**src/rtl/cke_pwr_pkg.sv**
```systemverilog
package cke_pwr_pkg;

    typedef enum logic [2:0] {
        ST_NORMAL   = 3'd0,
        ST_SR_ENTRY = 3'd1,
        ST_PD_ACT   = 3'd2,
        ST_PD_PRE   = 3'd3,
        ST_SREF     = 3'd4,
        ST_PD_EXIT  = 3'd5,
        ST_SR_EXIT  = 3'd6
    } pwr_state_t;

    typedef enum logic [1:0] {
        CMD_NOP   = 2'b00,
        CMD_DESEL = 2'b01,
        CMD_AREF  = 2'b10
    } bus_cmd_t;

    typedef enum logic [1:0] {
        LPM_NONE = 2'b00,
        LPM_APD  = 2'b01,
        LPM_PPD  = 2'b10,
        LPM_SREF = 2'b11
    } lp_mode_t;

    localparam int unsigned REQ_PD = 0;
    localparam int unsigned REQ_SR = 1;
    localparam int unsigned NUM_REQ = 2;

endpackage

```
**src/rtl/cke_width_track.sv**
```systemverilog
module cke_width_track #(
    parameter int unsigned MIN_W = 3
) (
    input  logic clk,
    input  logic rst_n,
    input  logic cke,
    output logic width_ok
);
    localparam int unsigned RW = $clog2(MIN_W + 1);
    localparam logic [RW-1:0] RUN_MAX = RW'(MIN_W);
    localparam logic [RW-1:0] RUN_OK  = RW'(MIN_W - 1);

    logic          lvl_q;
    logic [RW-1:0] run_q;

    always_ff @(posedge clk) begin
        if (!rst_n) begin
            lvl_q <= 1'b1;
            run_q <= RUN_MAX;
        end else begin
            lvl_q <= cke;
            if (cke != lvl_q)
                run_q <= RW'(1);
            else if (run_q != RUN_MAX)
                run_q <= run_q + RW'(1);
        end
    end

    // level may change at this edge once it will have been sampled MIN_W times
    always_comb width_ok = (cke == lvl_q) && (run_q >= RUN_OK);

    AST_CKE_MIN_WIDTH: assert property (@(posedge clk) disable iff (!rst_n)
        (cke != lvl_q) |-> (run_q >= RUN_MAX));

endmodule

```
**src/rtl/cke_req_hold.sv**
```systemverilog
module cke_req_hold (
    input  logic clk,
    input  logic rst_n,
    input  logic req,
    input  logic allow,
    input  logic take,
    input  logic cancel,
    output logic want
);
    logic pend_q;

    always_ff @(posedge clk) begin
        if (!rst_n)
            pend_q <= 1'b0;
        else if (take || cancel)
            pend_q <= 1'b0;
        else if (req && allow)
            pend_q <= 1'b1;
    end

    always_comb want = pend_q || (req && allow);

    AST_PEND_CLEARED: assert property (@(posedge clk) disable iff (!rst_n)
        $past(take) |-> !pend_q);

endmodule

```
**src/rtl/cke_exit_timer.sv**
```systemverilog
module cke_exit_timer #(
    parameter int unsigned W = 8
) (
    input  logic         clk,
    input  logic         rst_n,
    input  logic         load,
    input  logic [W-1:0] load_val,
    output logic         done
);
    logic [W-1:0] cnt_q;

    always_ff @(posedge clk) begin
        if (!rst_n)
            cnt_q <= '0;
        else if (load)
            cnt_q <= load_val;
        else if (cnt_q != '0)
            cnt_q <= cnt_q - W'(1);
    end

    always_comb done = (cnt_q == '0);

    AST_TIMER_DOWN: assert property (@(posedge clk) disable iff (!rst_n)
        (!$past(load) && $past(cnt_q) != '0) |-> (cnt_q == $past(cnt_q) - W'(1)));

endmodule

```
**src/rtl/cke_pwr_seq.sv**
```systemverilog
module cke_pwr_seq
    import cke_pwr_pkg::*;
#(
    parameter int unsigned MIN_W       = 3,
    parameter int unsigned PD_EXIT_CYC = 2,
    parameter int unsigned SR_EXIT_CYC = 20,
    parameter int unsigned RD_EXIT_CYC = 200
) (
    input  logic       clk,
    input  logic       rst_n,
    input  logic       pd_req,
    input  logic       sr_req,
    input  logic       wake_req,
    input  logic       banks_open,
    input  logic       busy,
    input  logic       calib_active,
    output logic       cke,
    output logic [1:0] cmd,
    output logic [1:0] lp_mode,
    output logic       ready,
    output logic       rd_ready
);
    localparam int unsigned XMAX = (PD_EXIT_CYC > SR_EXIT_CYC) ? PD_EXIT_CYC : SR_EXIT_CYC;
    localparam int unsigned XW   = $clog2(XMAX + 1);
    localparam int unsigned RDW  = $clog2(RD_EXIT_CYC + 1);
    localparam logic [XW-1:0]  PD_LOAD = XW'(PD_EXIT_CYC - 1);
    localparam logic [XW-1:0]  SR_LOAD = XW'(SR_EXIT_CYC - 1);
    localparam logic [RDW-1:0] RD_LOAD = RDW'(RD_EXIT_CYC);

    pwr_state_t state_q, state_d;

    logic               width_ok;
    logic               in_normal;
    logic               go;
    logic               wake_any;
    logic [NUM_REQ-1:0] req_vec;
    logic [NUM_REQ-1:0] want;
    logic [NUM_REQ-1:0] take;
    logic               win_load;
    logic [XW-1:0]      win_val;
    logic               win_done;
    logic               rd_load;
    logic               rd_done;

    always_comb begin
        req_vec         = '0;
        req_vec[REQ_PD] = pd_req;
        req_vec[REQ_SR] = sr_req;
    end

    always_comb in_normal = (state_q == ST_NORMAL);
    always_comb go        = in_normal && !busy && !calib_active && !wake_req && width_ok;
    always_comb wake_any  = wake_req || calib_active;

    for (genvar g = 0; g < NUM_REQ; g++) begin : g_req
        cke_req_hold u_hold (
            .clk    (clk),
            .rst_n  (rst_n),
            .req    (req_vec[g]),
            .allow  (in_normal),
            .take   (take[g]),
            .cancel (in_normal && wake_req),
            .want   (want[g])
        );
    end

    cke_width_track #(.MIN_W(MIN_W)) u_width (
        .clk      (clk),
        .rst_n    (rst_n),
        .cke      (cke),
        .width_ok (width_ok)
    );

    cke_exit_timer #(.W(XW)) u_win (
        .clk      (clk),
        .rst_n    (rst_n),
        .load     (win_load),
        .load_val (win_val),
        .done     (win_done)
    );

    cke_exit_timer #(.W(RDW)) u_rdwin (
        .clk      (clk),
        .rst_n    (rst_n),
        .load     (rd_load),
        .load_val (RD_LOAD),
        .done     (rd_done)
    );

    // next-state and transition strobes
    always_comb begin
        state_d  = state_q;
        take     = '0;
        win_load = 1'b0;
        win_val  = PD_LOAD;
        rd_load  = 1'b0;
        unique case (state_q)
            ST_NORMAL: begin
                if (go && want[REQ_SR] && !banks_open) begin
                    state_d      = ST_SR_ENTRY;
                    take[REQ_SR] = 1'b1;
                end else if (go && want[REQ_PD]) begin
                    state_d      = banks_open ? ST_PD_ACT : ST_PD_PRE;
                    take[REQ_PD] = 1'b1;
                end
            end
            ST_SR_ENTRY: state_d = ST_SREF;
            ST_PD_ACT, ST_PD_PRE: begin
                if (wake_any && width_ok) begin
                    state_d  = ST_PD_EXIT;
                    win_load = 1'b1;
                    win_val  = PD_LOAD;
                end
            end
            ST_SREF: begin
                if (wake_any && width_ok) begin
                    state_d  = ST_SR_EXIT;
                    win_load = 1'b1;
                    win_val  = SR_LOAD;
                    rd_load  = 1'b1;
                end
            end
            ST_PD_EXIT, ST_SR_EXIT: begin
                if (win_done) state_d = ST_NORMAL;
            end
            default: state_d = ST_NORMAL;
        endcase
    end

    always_ff @(posedge clk) begin
        if (!rst_n) state_q <= ST_NORMAL;
        else        state_q <= state_d;
    end

    // outputs decoded from the state register
    always_comb begin
        cke     = 1'b1;
        cmd     = CMD_NOP;
        lp_mode = LPM_NONE;
        ready   = 1'b0;
        unique case (state_q)
            ST_NORMAL:   ready = 1'b1;
            ST_SR_ENTRY: begin cke = 1'b0; cmd = CMD_AREF;  lp_mode = LPM_SREF; end
            ST_PD_ACT:   begin cke = 1'b0; cmd = CMD_DESEL; lp_mode = LPM_APD;  end
            ST_PD_PRE:   begin cke = 1'b0; cmd = CMD_DESEL; lp_mode = LPM_PPD;  end
            ST_SREF:     begin cke = 1'b0; cmd = CMD_DESEL; lp_mode = LPM_SREF; end
            ST_PD_EXIT, ST_SR_EXIT: ;
            default: ;
        endcase
        rd_ready = ready && rd_done;
    end

    AST_LOW_NOT_NOP: assert property (@(posedge clk) disable iff (!rst_n)
        !cke |-> (cmd != CMD_NOP));
    AST_AREF_ON_FALL: assert property (@(posedge clk) disable iff (!rst_n)
        (cmd == CMD_AREF) |-> (!cke && $past(cke)));
    AST_SR_BANKS_IDLE: assert property (@(posedge clk) disable iff (!rst_n)
        (cmd == CMD_AREF) |-> !$past(banks_open));
    AST_NO_ENTRY_BUSY: assert property (@(posedge clk) disable iff (!rst_n)
        (!cke && $past(cke)) |-> (!$past(busy) && !$past(calib_active)));
    AST_READY_CKE_HIGH: assert property (@(posedge clk) disable iff (!rst_n)
        ready |-> (cke && lp_mode == LPM_NONE));
    AST_RD_READY_SUB: assert property (@(posedge clk) disable iff (!rst_n)
        rd_ready |-> ready);

endmodule

```
**config.mk**
```make
export PLATFORM = sky130hd
export DESIGN_NAME = cke_pwr_seq
export DESIGN_NICKNAME = d
export VERILOG_FILES = /design/src/rtl/cke_pwr_pkg.sv /design/src/rtl/cke_width_track.sv /design/src/rtl/cke_req_hold.sv /design/src/rtl/cke_exit_timer.sv /design/src/rtl/cke_pwr_seq.sv
export SDC_FILE = /design/constraint.sdc
export NUM_CORES = 1
export LEC_CHECK = 0
export BUFFER_PORTS_ARGS = -buffer_cell sky130_fd_sc_hd__buf_2
export CAP_MARGIN = 20
export CORE_MARGIN = 2
export CORE_UTILIZATION = 56
export DETAILED_ROUTE_END_ITERATION = 10
export PLACE_DENSITY = 0.77
export SYNTH_ARGS = -nofsm -noshare
export SYNTH_HDL_FRONTEND = slang
export SYNTH_SLANG_ARGS = --single-unit
export TNS_END_PERCENT = 30
```
**constraint.sdc**
```tcl
create_clock -name clk -period 3.02 [get_ports clk]
set_clock_uncertainty 0.1 [all_clocks]
set_input_delay 0.906 -clock clk [delete_from_list [all_inputs] [get_ports clk]]
set_output_delay 0.906 -clock clk [all_outputs]
set_load 0.1 [all_outputs]
```
==> results of run 1 <==
[logic make-up (layout without fill, tap and decap cells)]
family          after synthesis  after routing  share of synthesized area
fa+ha+maj                     5              5                    0.05112
compound gates               31             31                     0.1687
mux                           1              1                   0.008180
buf+inv                      19             37                    0.07260
simple gates                 61             61                     0.2699
flops                        21             21                     0.3436
xor+xnor                     12             12                    0.08589
[per-stage QoR]
stage / utilization / TNS (ns)
after floorplan: - / -0.3130
after global placement: 0.6556 / 0
after detailed placement: 0.6556 / 0
after CTS: 0.6963 / -0.08249
after global routing: 0.7000 / -0.09579
final: 0.7000 / -0.02889
[what timing repair did]
item / CTS / global route
gates resized for setup: 8 / 0
setup buffers: 4 / 1
setup endpoints to repair: 1 / 1
pin swaps: 3 / 2
[registers in the layout, summed over array words and instances, names as in the netlist]
name and cells:
g_req.u_hold.pend_q 2, state_q 3, u_width.run_q 2, u_win.cnt_q 5, u_width.lvl_q 1, u_rdwin.cnt_q 8
[routing by layer]
| layer | vias up | GRT usage |
|---|---|---|
| met4 | 0 | 0.07658 |
| met1 | 514 | 0.2593 |
| met2 | 24 | 0.3860 |
| met3 | 4 | 0.03571 |
| met5 | - | 0 |
| li1 | 550 | - |
[critical path, delay by kind of cell (launching register included)]
family                     cells  cell delay (ns)
DFF                            1             0.35
adders and majority gates      1             0.13
and+or+nand+nor                3             1.00
buffers and inverters          2             0.25
[cells in the mapped netlist (all sizes together), types with 2 or more instances]
master / instances
nor3: 7
nand2: 19
buf: 4
nand3: 4
xor2: 5
nor2: 14
or3: 4
o211ai: 2
or4b: 3
ha: 5
nor2b: 2
xnor2: 7
inv: 13
nand2b: 2
a21oi: 10
or3b: 2
o21ai: 8
clkbuf: 2
dfxtp: 21
[worst max path at each step]
| stage | start | to | slack (ns) | cells after the start |
|---|---|---|---|---|
| after global routing | u_rdwin.cnt_q[1] | rd_ready | -0.1 | 6 |
| after global placement | u_rdwin.cnt_q[0] | rd_ready | 0.24 | 6 |
| final | u_rdwin.cnt_q[1] | rd_ready | -0.03 | 6 |
| after detailed placement | u_rdwin.cnt_q[0] | rd_ready | 0.21 | 6 |
| after floorplan | u_rdwin.cnt_q[0] | rd_ready | -0.31 | 6 |
| after CTS | u_rdwin.cnt_q[1] | rd_ready | -0.08 | 6 |
[cell type report]
cell class / instances / share of cell area
multi-input cells: 110 / 0.5268
clock buffers: 3 / 0.01607
clock inverters: 1 / 0.003571
flip-flops and latches: 21 / 0.3018
well taps: 27 / 0.02411
repair buffers: 20 / 0.09286
inverters: 13 / 0.03482
==> results.yml, run 1 <==
outcome:
  status: "finished, violations left"
  violations: "negative setup slack"
timing:
  tightestPinTransition_ns: 0.6070
  fmax_mhz: 328.0
  max-slew-margin-rel: 0.5943
  hold-worst-slack_ns: 0.4003
  fin_crit_sh: 1.010
  final_max_slew_viol_count: 0
  setup_ws_ns: -0.02889
  period_needed_ns: 3.049
  hold_viol: 0
  rsz0062_at_grt: "true"
  finalSetupViolCount: 1
worst_setup_path:
  r2r-end: "u_rdwin.cnt_q[3]"
  cp-start-kind: "register"
  r2r_slack_ns: 0.90
  reg2reg_depth: 8
  r2r_start: "u_rdwin.cnt_q[1]"
  worstPathCellList: "inv_2, ha_4, or3b_4, or4b_4, nor2_4, buf_12"
  critical_path_class: "register to output pin"
  cpMaxStageDelayCell: "or4b_4"
  end_kind: "output pin"
  max_stage_delay_ns: 0.51
  worstPathMaxFanout: 2
  arrival_ns: 2.04
  required_ns: 2.01
clocking:
  clkTransAtPathRegs_ns: 0.13
  cts_tree: "yes"
  cts_inserted_buffers: 3
  holdBufCountCts: 0
  cts_sinks: 21
  clkLatencyLatePin_ns: 0.31
  clk_path_buf_depth: 2
  cts_max_level: 1
  clk_root_buffer_cell: "clkbuf_4"
synthesis:
  synth_top_area_cell: "dfxtp_1"
  synth-edff-count: 0
  netlist_instances: 150
  yosysUniqueCellTypes: 42
  synth_ff_type: "dfxtp_1"
  synth_area_per_cell_um2: 8.158
  yosys.area.top_type_share: 0.3436
  ys_seq_area_frac: 0.3436
  synthArstFlopShare: 0
  ys.warnings.count: 0
  synth_area_leaders: "dfxtp_1 (34%), nand2_1 (5.5%), ha_1 (5.1%)"
  synth_fp_nets: 163
  ys_ff_latch: 21
  synthesis.area_um2: 1224
route:
  wl_per_cell_um: 12.74
  via_per_inst: 5.600
  vias: 1092
  top_layer: "met4"
  wl_met1_um: 1208
  drc: 0
  first_iter_violations: 13
  routed_wl_um: 2485
  drt_first_pass_iters: 4
  ant_nets: 0
  met3_length_um: 86
  dr_wl_met2_um: 1168
global_routing:
  first_global_vias: 1043
  antenna_found_initial: 0
  grt_max_degree: 14
  grt_usage: 0.2162
  grt_pass1_wl_um: 4243
  grt-ovfl-total: 0
floorplan:
  die_area_um2: 2575
  start_util: 0.6113
  row_count: 16
  io_pins: 15
  coreArea_um2: 2002
  die_x_um: 50.75
  die_h_um: 50.75
placed_design:
  dp_hpwl_um: 1763
  dpl_cell_area_um2: 1313
  dpl_worst_slack_ns: 0.2093
  dp_cells: 186
  gp_congestion: 0.8575
  port_buffers: 14
final_layout:
  final_cell_mix: "dfxtp_1 (19), nand2_1 (18), nor2_1 (13), buf_2 (13), inv_1 (11)"
  syn2layout_area_growth_pct: 14.52
  fin_area_um2: 1401
  final_nets: 182
  diodes: 0
  drive_gt1_frac: 0.2321
  seq_area_um2: 422.9
  fillers: 162
  final_common_cell: "dfxtp_1"
  finalNonFillerCells: 195
  multiInputGateArea_um2: 738.2
worst_hold_path:
  hold_path_class: "register to register"
  min-delay-start: "g_req[1].u_hold.pend_q"
  hold_depth: 2
  whs_endpoint: "g_req[1].u_hold.pend_q"
run:
  maxCapViolations: 0
Power of run 1 is left out: the tool's default activity adds up to more than one toggle a clock period on the data nets, which glitch-free logic cannot reach.
==> inputs of run 2 (changes only) <==
- SETUP_SLACK_MARGIN: unset -> 0.15
==> run 2 against run 1 <==
Net effect:
- the flow still finishes with violations (negative setup slack)
- register-to-register slack worse by 0.07 ns
- non-clock buffer count grew 8
- first-iteration DRC count increased to 4.0 times the previous value
- routed wire length is 18% higher
- worst hold slack gained 0.018 ns
- sequential cell count stayed put
- maximum frequency shrank 0.57%
- clock-buffer cell count unchanged
- die area is the same
- sequential share of layout area shrank 1.4 points
- core utilization up 3.6 points
- setup slack lost 0.017 ns
- critical endpoint unchanged
==> results.yml, run 2 (synthesized netlist as in run 1, its figures left out) <==
floorplan:
  die_h_um: 50.75
  row_count: 16
  die_x_um: 50.75
  io_pins: 15
  die_area_um2: 2575
  coreArea_um2: 2002
  start_util: 0.6113
global_routing:
  grt_max_degree: 14
  first_global_vias: 1157
  gr-usage-met3: 0.04762
  grt_use_met1: 0.2762
  gr-usage-met2: 0.3991
  grt_pass1_wl_um: 4712
  antenna_found_initial: 0
  grt-ovfl-total: 0
  grt_usage: 0.2402
  grt.busiest_layer: "met2"
timing:
  rsz0062_at_grt: "true"
  final_max_slew_viol_count: 0
  hold_viol: 0
  setup_ws_ns: -0.04624
  fmax_mhz: 326.1
  fin_crit_sh: 1.015
  tightestPinTransition_ns: 0.6444
  max-slew-margin-rel: 0.5693
  period_needed_ns: 3.066
  finalSetupViolCount: 1
run:
  maxCapViolations: 0
outcome:
  violations: "negative setup slack"
  status: "finished, violations left"
clocking:
  cts_max_level: 1
  cts_sinks: 21
  holdBufCountCts: 0
  clk_root_buffer_cell: "clkbuf_4"
  clkLatencyLatePin_ns: 0.31
  clkTransAtPathRegs_ns: 0.13
  cts_inserted_buffers: 3
  clk_path_buf_depth: 2
  cts_tree: "yes"
route:
  first_iter_violations: 52
  routed_wl_um: 2944
  wl_per_cell_um: 14.50
  drt_first_pass_iters: 6
  ant_nets: 0
  drc: 0
  via_per_inst: 5.833
  vias: 1184
final_layout:
  final_nets: 190
  final_cell_mix: "nand2_1 (18), dfxtp_1 (18), buf_4 (14)"
  diodes: 0
  reg.largest.list: "u_rdwin.cnt_q (8), u_win.cnt_q (5), state_q (3)"
  finalNonFillerCells: 203
  top_register: "u_rdwin.cnt_q"
  largest_reg_flops: 8
  drive_gt1_frac: 0.2727
  syn2layout_area_growth_pct: 20.35
worst_hold_path:
  hold_path_class: "register to register"
  min-delay-start: "g_req[1].u_hold.pend_q"
  hold_depth: 2
  whs_endpoint: "g_req[1].u_hold.pend_q"
placed_design:
  dp_cells: 186
  gp_congestion: 0.8925
  dpl_worst_slack_ns: 0.1595
  port_buffers: 14
  dp_hpwl_um: 1841
worst_setup_path:
  required_ns: 2.01
  cp-start-kind: "register"
  end_kind: "output pin"
  r2r-end: "u_rdwin.cnt_q[7]"
  worstPathMaxFanout: 3
  r2r_slack_ns: 0.83
  reg2reg_depth: 14
  r2r_start: "u_rdwin.cnt_q[1]"
  critical_path_class: "register to output pin"
  arrival_ns: 2.06
-- run 2: cell types whose count changed in the layout (fill, tap and decap cells not counted) --
| cell | previous run | this run |
|---|---|---|
| buf_4 | 6 | 14 |
| buf_2 | 13 | 9 |
| clkbuf_4 | 3 | 7 |
| dfxtp_1 | 19 | 18 |
| dfxtp_2 | 2 | 3 |
-- run 2: area by class of cell --
cell class              count  area, um2
repair buffers             28      200.2
fillers                   150      529.3
well taps                  27      33.78
flip-flops and latches     21      424.2
inverters                  13      48.80
clock inverters             1      5.005
multi-input cells         110      738.2
clock buffers               3      22.52
-- run 2: timing repair --
item	CTS	global route
endpoints found under the hold margin	0	0
setup buffers	11	2
pin swaps	3	2
setup endpoints to repair	1	5
gates resized for setup	7	5
-- run 2: worst max-delay path: stages (launching register included) --
cell	delay, ns
dfxtp_2	0.35
inv_2	0.07
ha_4	0.13
or3b_4	0.38
or4b_4	0.51
nor2_4	0.12
buf_12	0.18
-- run 2: how the worst max path moves through the flow --
stage / start / endpoint / slack (ns) / cells past startpoint
global placement: u_rdwin.cnt_q[0] / rd_ready / 0.24 / 6
floorplan: u_rdwin.cnt_q[0] / rd_ready / -0.006 / 6
global route: u_rdwin.cnt_q[1] / rd_ready / -0.09 / 6
CTS: u_rdwin.cnt_q[1] / rd_ready / -0.12 / 6
finish: u_rdwin.cnt_q[1] / rd_ready / -0.05 / 6
detailed placement: u_rdwin.cnt_q[0] / rd_ready / 0.16 / 6
-- run 2: metal layers --
layer  share of wire  up-vias
met3           0.085       19
met1            0.40      539
li1                -      563
met4           0.041        0
met5               0        -
met2            0.47       63
-- run 2: metrics by stage --
stage / hold slack, ns / cell area [um2] / utilization / setup TNS, ns
floorplan: 0.3651 / 1231 / - / -0.006256
global placement: 0.3782 / 1318 / 0.6581 / 0
detailed placement: 0.3927 / 1318 / 0.6581 / 0
CTS: 0.4099 / 1446 / 0.7225 / -0.1240
global route: 0.4657 / 1473 / 0.7356 / -0.09465
finish: 0.4185 / 1473 / 0.7356 / -0.04624
Power of run 2 is left out for the same reason.
==> inputs of run 3 (changes only) <==
- CELL_PAD_IN_SITES_DETAIL_PLACEMENT: unset -> 0
- CELL_PAD_IN_SITES_GLOBAL_PLACEMENT: unset -> 1
- CORE_UTILIZATION: 56 -> 44
- CTS_BUF_LIST: unset -> sky130_fd_sc_hd__clkbuf_4 sky130_fd_sc_hd__clkbuf_8 sky130_fd_sc_hd__clkbuf_16
- PLACE_DENSITY: 0.77 -> unset
- PLACE_DENSITY_LB_ADDON: unset -> 0.1
- SYNTH_HIERARCHICAL: unset -> 1
==> run 3 against run 2 <==
Net effect:
- the flow now finishes without violations
- core utilization is 22 points lower
- register-to-register slack worse by 0.35 ns
- maximum frequency grew 6.7%
- setup slack improved by 0.19 ns
- via count down 6.2%
- sequential share of layout area decreased by 1.7 points
- die area up 38%
- cell count increased by 3.0%
- non-clock buffer count down 10
- synthesized area up 11%
- design area rose by 5.4%
- critical path depth down 2
- critical path type unchanged
- largest cell class unchanged
==> results.yml, run 3 <==
worst_setup_path:
  cp_top_family: "buffers and inverters"
  cpMaxStageDelayCell: "or3b_4"
  end_kind: "output pin"
  path_buf_inv: 2
  worstPathMaxFanout: 7
  max_stage_delay_ns: 0.45
  cp-start-kind: "register"
  critical_path_class: "register to output pin"
  required_ns: 2.01
  arrival_ns: 1.87
  worstPathCellList: "buf_4, or3b_4, nand2_4, buf_2"
global_routing:
  antenna_found_initial: 0
  grt_pass1_wl_um: 4816
  grt-ovfl-total: 0
  first_global_vias: 1113
  grt_max_degree: 18
  grt_usage: 0.1764
synthesis:
  synth_area_leaders: "dfxtp_1 (31%), nand3_1 (4.4%), buf_6 (4.1%)"
  synthesis.area_um2: 1363
  ys_seq_area_frac: 0.3085
  synth_area_per_cell_um2: 8.964
  ys.warnings.count: 6
  netlist_instances: 152
  synth_top_area_cell: "dfxtp_1"
  yosysUniqueCellTypes: 52
  synth.most_common_cell: "dfxtp_1"
  synthArstFlopShare: 0
  ys_ff_latch: 21
  yosys.area.top_type_share: 0.3085
  synth-edff-count: 0
  netlist_top_cells_count: "dfxtp_1 (21), nand3_1 (12), nand2_1 (11), nor2_1 (11), inv_1 (8)"
  synth_ff_type: "dfxtp_1"
route:
  via_per_inst: 5.316
  routed_wl_um: 2678
  drt_first_pass_iters: 4
  ant_nets: 0
  wl_per_cell_um: 12.81
  first_iter_violations: 58
  drc: 0
  vias: 1111
clocking:
  clkLatencyLatePin_ns: 0.31
  cts_sinks: 21
  clk_path_buf_depth: 2
  clkTransAtPathRegs_ns: 0.13
  cts_tree: "yes"
  postCtsSetupBuffers: 0
  clk_root_buffer_cell: "clkbuf_4"
  cts_inserted_buffers: 3
  cts_resized: 1
  holdBufCountCts: 0
  cts_max_level: 1
timing:
  period_needed_ns: 2.874
  rsz0062_at_grt: "true"
  finalSetupTns_ns: 0
  final_max_slew_viol_count: 0
  fin_crit_sh: 0.9516
  fmax_mhz: 348.0
  finalSetupViolCount: 0
  hold_viol: 0
final_layout:
  syn2layout_area_growth_pct: 13.87
  seq_area_um2: 420.4
  multiInputGateArea_um2: 908.4
  final_common_cell: "dfxtp_1"
  final_cell_mix: "dfxtp_1 (21), buf_2 (12), nand3_1 (12)"
  largest_reg_flops: 8
  drive_gt1_frac: 0.2386
  final_nets: 189
  fillers: 283
  finalNonFillerCells: 209
  reg.largest.list: "u_rdwin/cnt_q (8), u_win/cnt_q (5), state_q (3)"
  top_register: "u_rdwin/cnt_q"
  diodes: 0
floorplan:
  start_util: 0.4538
  die_area_um2: 3558
  coreArea_um2: 3003
  io_pins: 15
  die_x_um: 59.65
  die_h_um: 59.65
  row_count: 20
placed_design:
  gp_congestion: 0.8127
  dp_cells: 205
  port_buffers: 14
  dp_hpwl_um: 2039
pwr:
  p_int_uw: 885.9
  combPwrFrac: 0.664
  p_leak_nw: 0.6473
  peakVddDrop_mv: 0.4075
  p_per_area_nw_per_um2: 1207
  swShare: 0.5271
  power_switching_uw: 987.5
  pwr-share-clk: 0.079
  pwr-share-seq: 0.257
run:
  maxCapViolations: 0
worst_hold_path:
  hold_path_class: "register to register"
outcome:
  status: "completed"
[run 3: changes by cell type after synthesis, sizes merged, moves of 4 or more]
cell	delta
or3	-4
o31ai	+5
inv	-4
nand3	+8
nand2	-7
a21oi	-7
[run 3: stage by stage]
stage	utilization	setup WS, ns	instance area (um2)	power (mW)	hold WS [ns]
2_1_floorplan	-	0.1684	1424	1.541	0.3680
6_report	0.5167	0.1462	1551	1.873	0.4110
3_3_place_gp	0.5046	0.4613	1515	1.701	0.3862
4_1_cts	0.5154	0.1396	1548	1.886	0.4117
3_5_place_dp	0.5046	0.3608	1515	1.728	0.3888
5_1_grt	0.5167	0.05120	1551	2.023	0.4682
[run 3: cell type report]
type,instances,area share
well taps,33,0.02661
multi-input cells,124,0.5855
flip-flops and latches,21,0.2710
clock buffers,4,0.01935
inverters,9,0.02177
repair buffers,18,0.07581
[run 3: final timing paths]
path | start | to | slack, ns | depth (start not counted)
setup reg to reg | state_q[1] | state_q[1] | 0.48 | 8
hold reg to reg | u_rdwin/cnt_q[6] | u_rdwin/cnt_q[6] | 0.41 | 2
setup / recovery | state_q[2] | cmd[0] | 0.15 | 4
hold / removal | u_rdwin/cnt_q[6] | u_rdwin/cnt_q[6] | 0.41 | 2
[run 3: logic make-up after synthesis]
logic type,after synthesis,share of synthesized area
mux,3,0.02204
compound gates,29,0.1635
simple gates,68,0.3333
flops,21,0.3085
buf+inv,16,0.07253
other cells,2,0.005512
fa+ha+maj,4,0.03673
xor+xnor,9,0.05785
[run 3: metal layers]
layer,track usage,part of all wire,vias to the layer above
met5,0,0,-
met4,0.05714,0.0071,0
met3,0.02597,0.029,2
met2,0.3043,0.47,17
met1,0.2240,0.49,511
li1,-,-,581
[run 3: power groups by stage]
stage	Combinational (mW)	Clock [mW]	Sequential [mW]
2_1_floorplan	1.09	0	0.446
5_1_grt	1.36	0.168	0.495
4_1_cts	1.25	0.154	0.481
3_3_place_gp	1.22	0	0.481
3_5_place_dp	1.24	0	0.486
6_report	1.24	0.148	0.481
[run 3: worst reg2reg max path, delay by kind of cell, from the launching register on]
| kind | cells | cell delay (ns) |
|---|---|---|
| AO/OA/AOI/OAI | 2 | 0.48 |
| AND/OR/NAND/NOR | 3 | 0.67 |
| flip-flops | 1 | 0.60 |
| multiplexers | 1 | 0.22 |
| XOR/XNOR | 2 | 0.41 |
(Power assumes the default switching activity.)
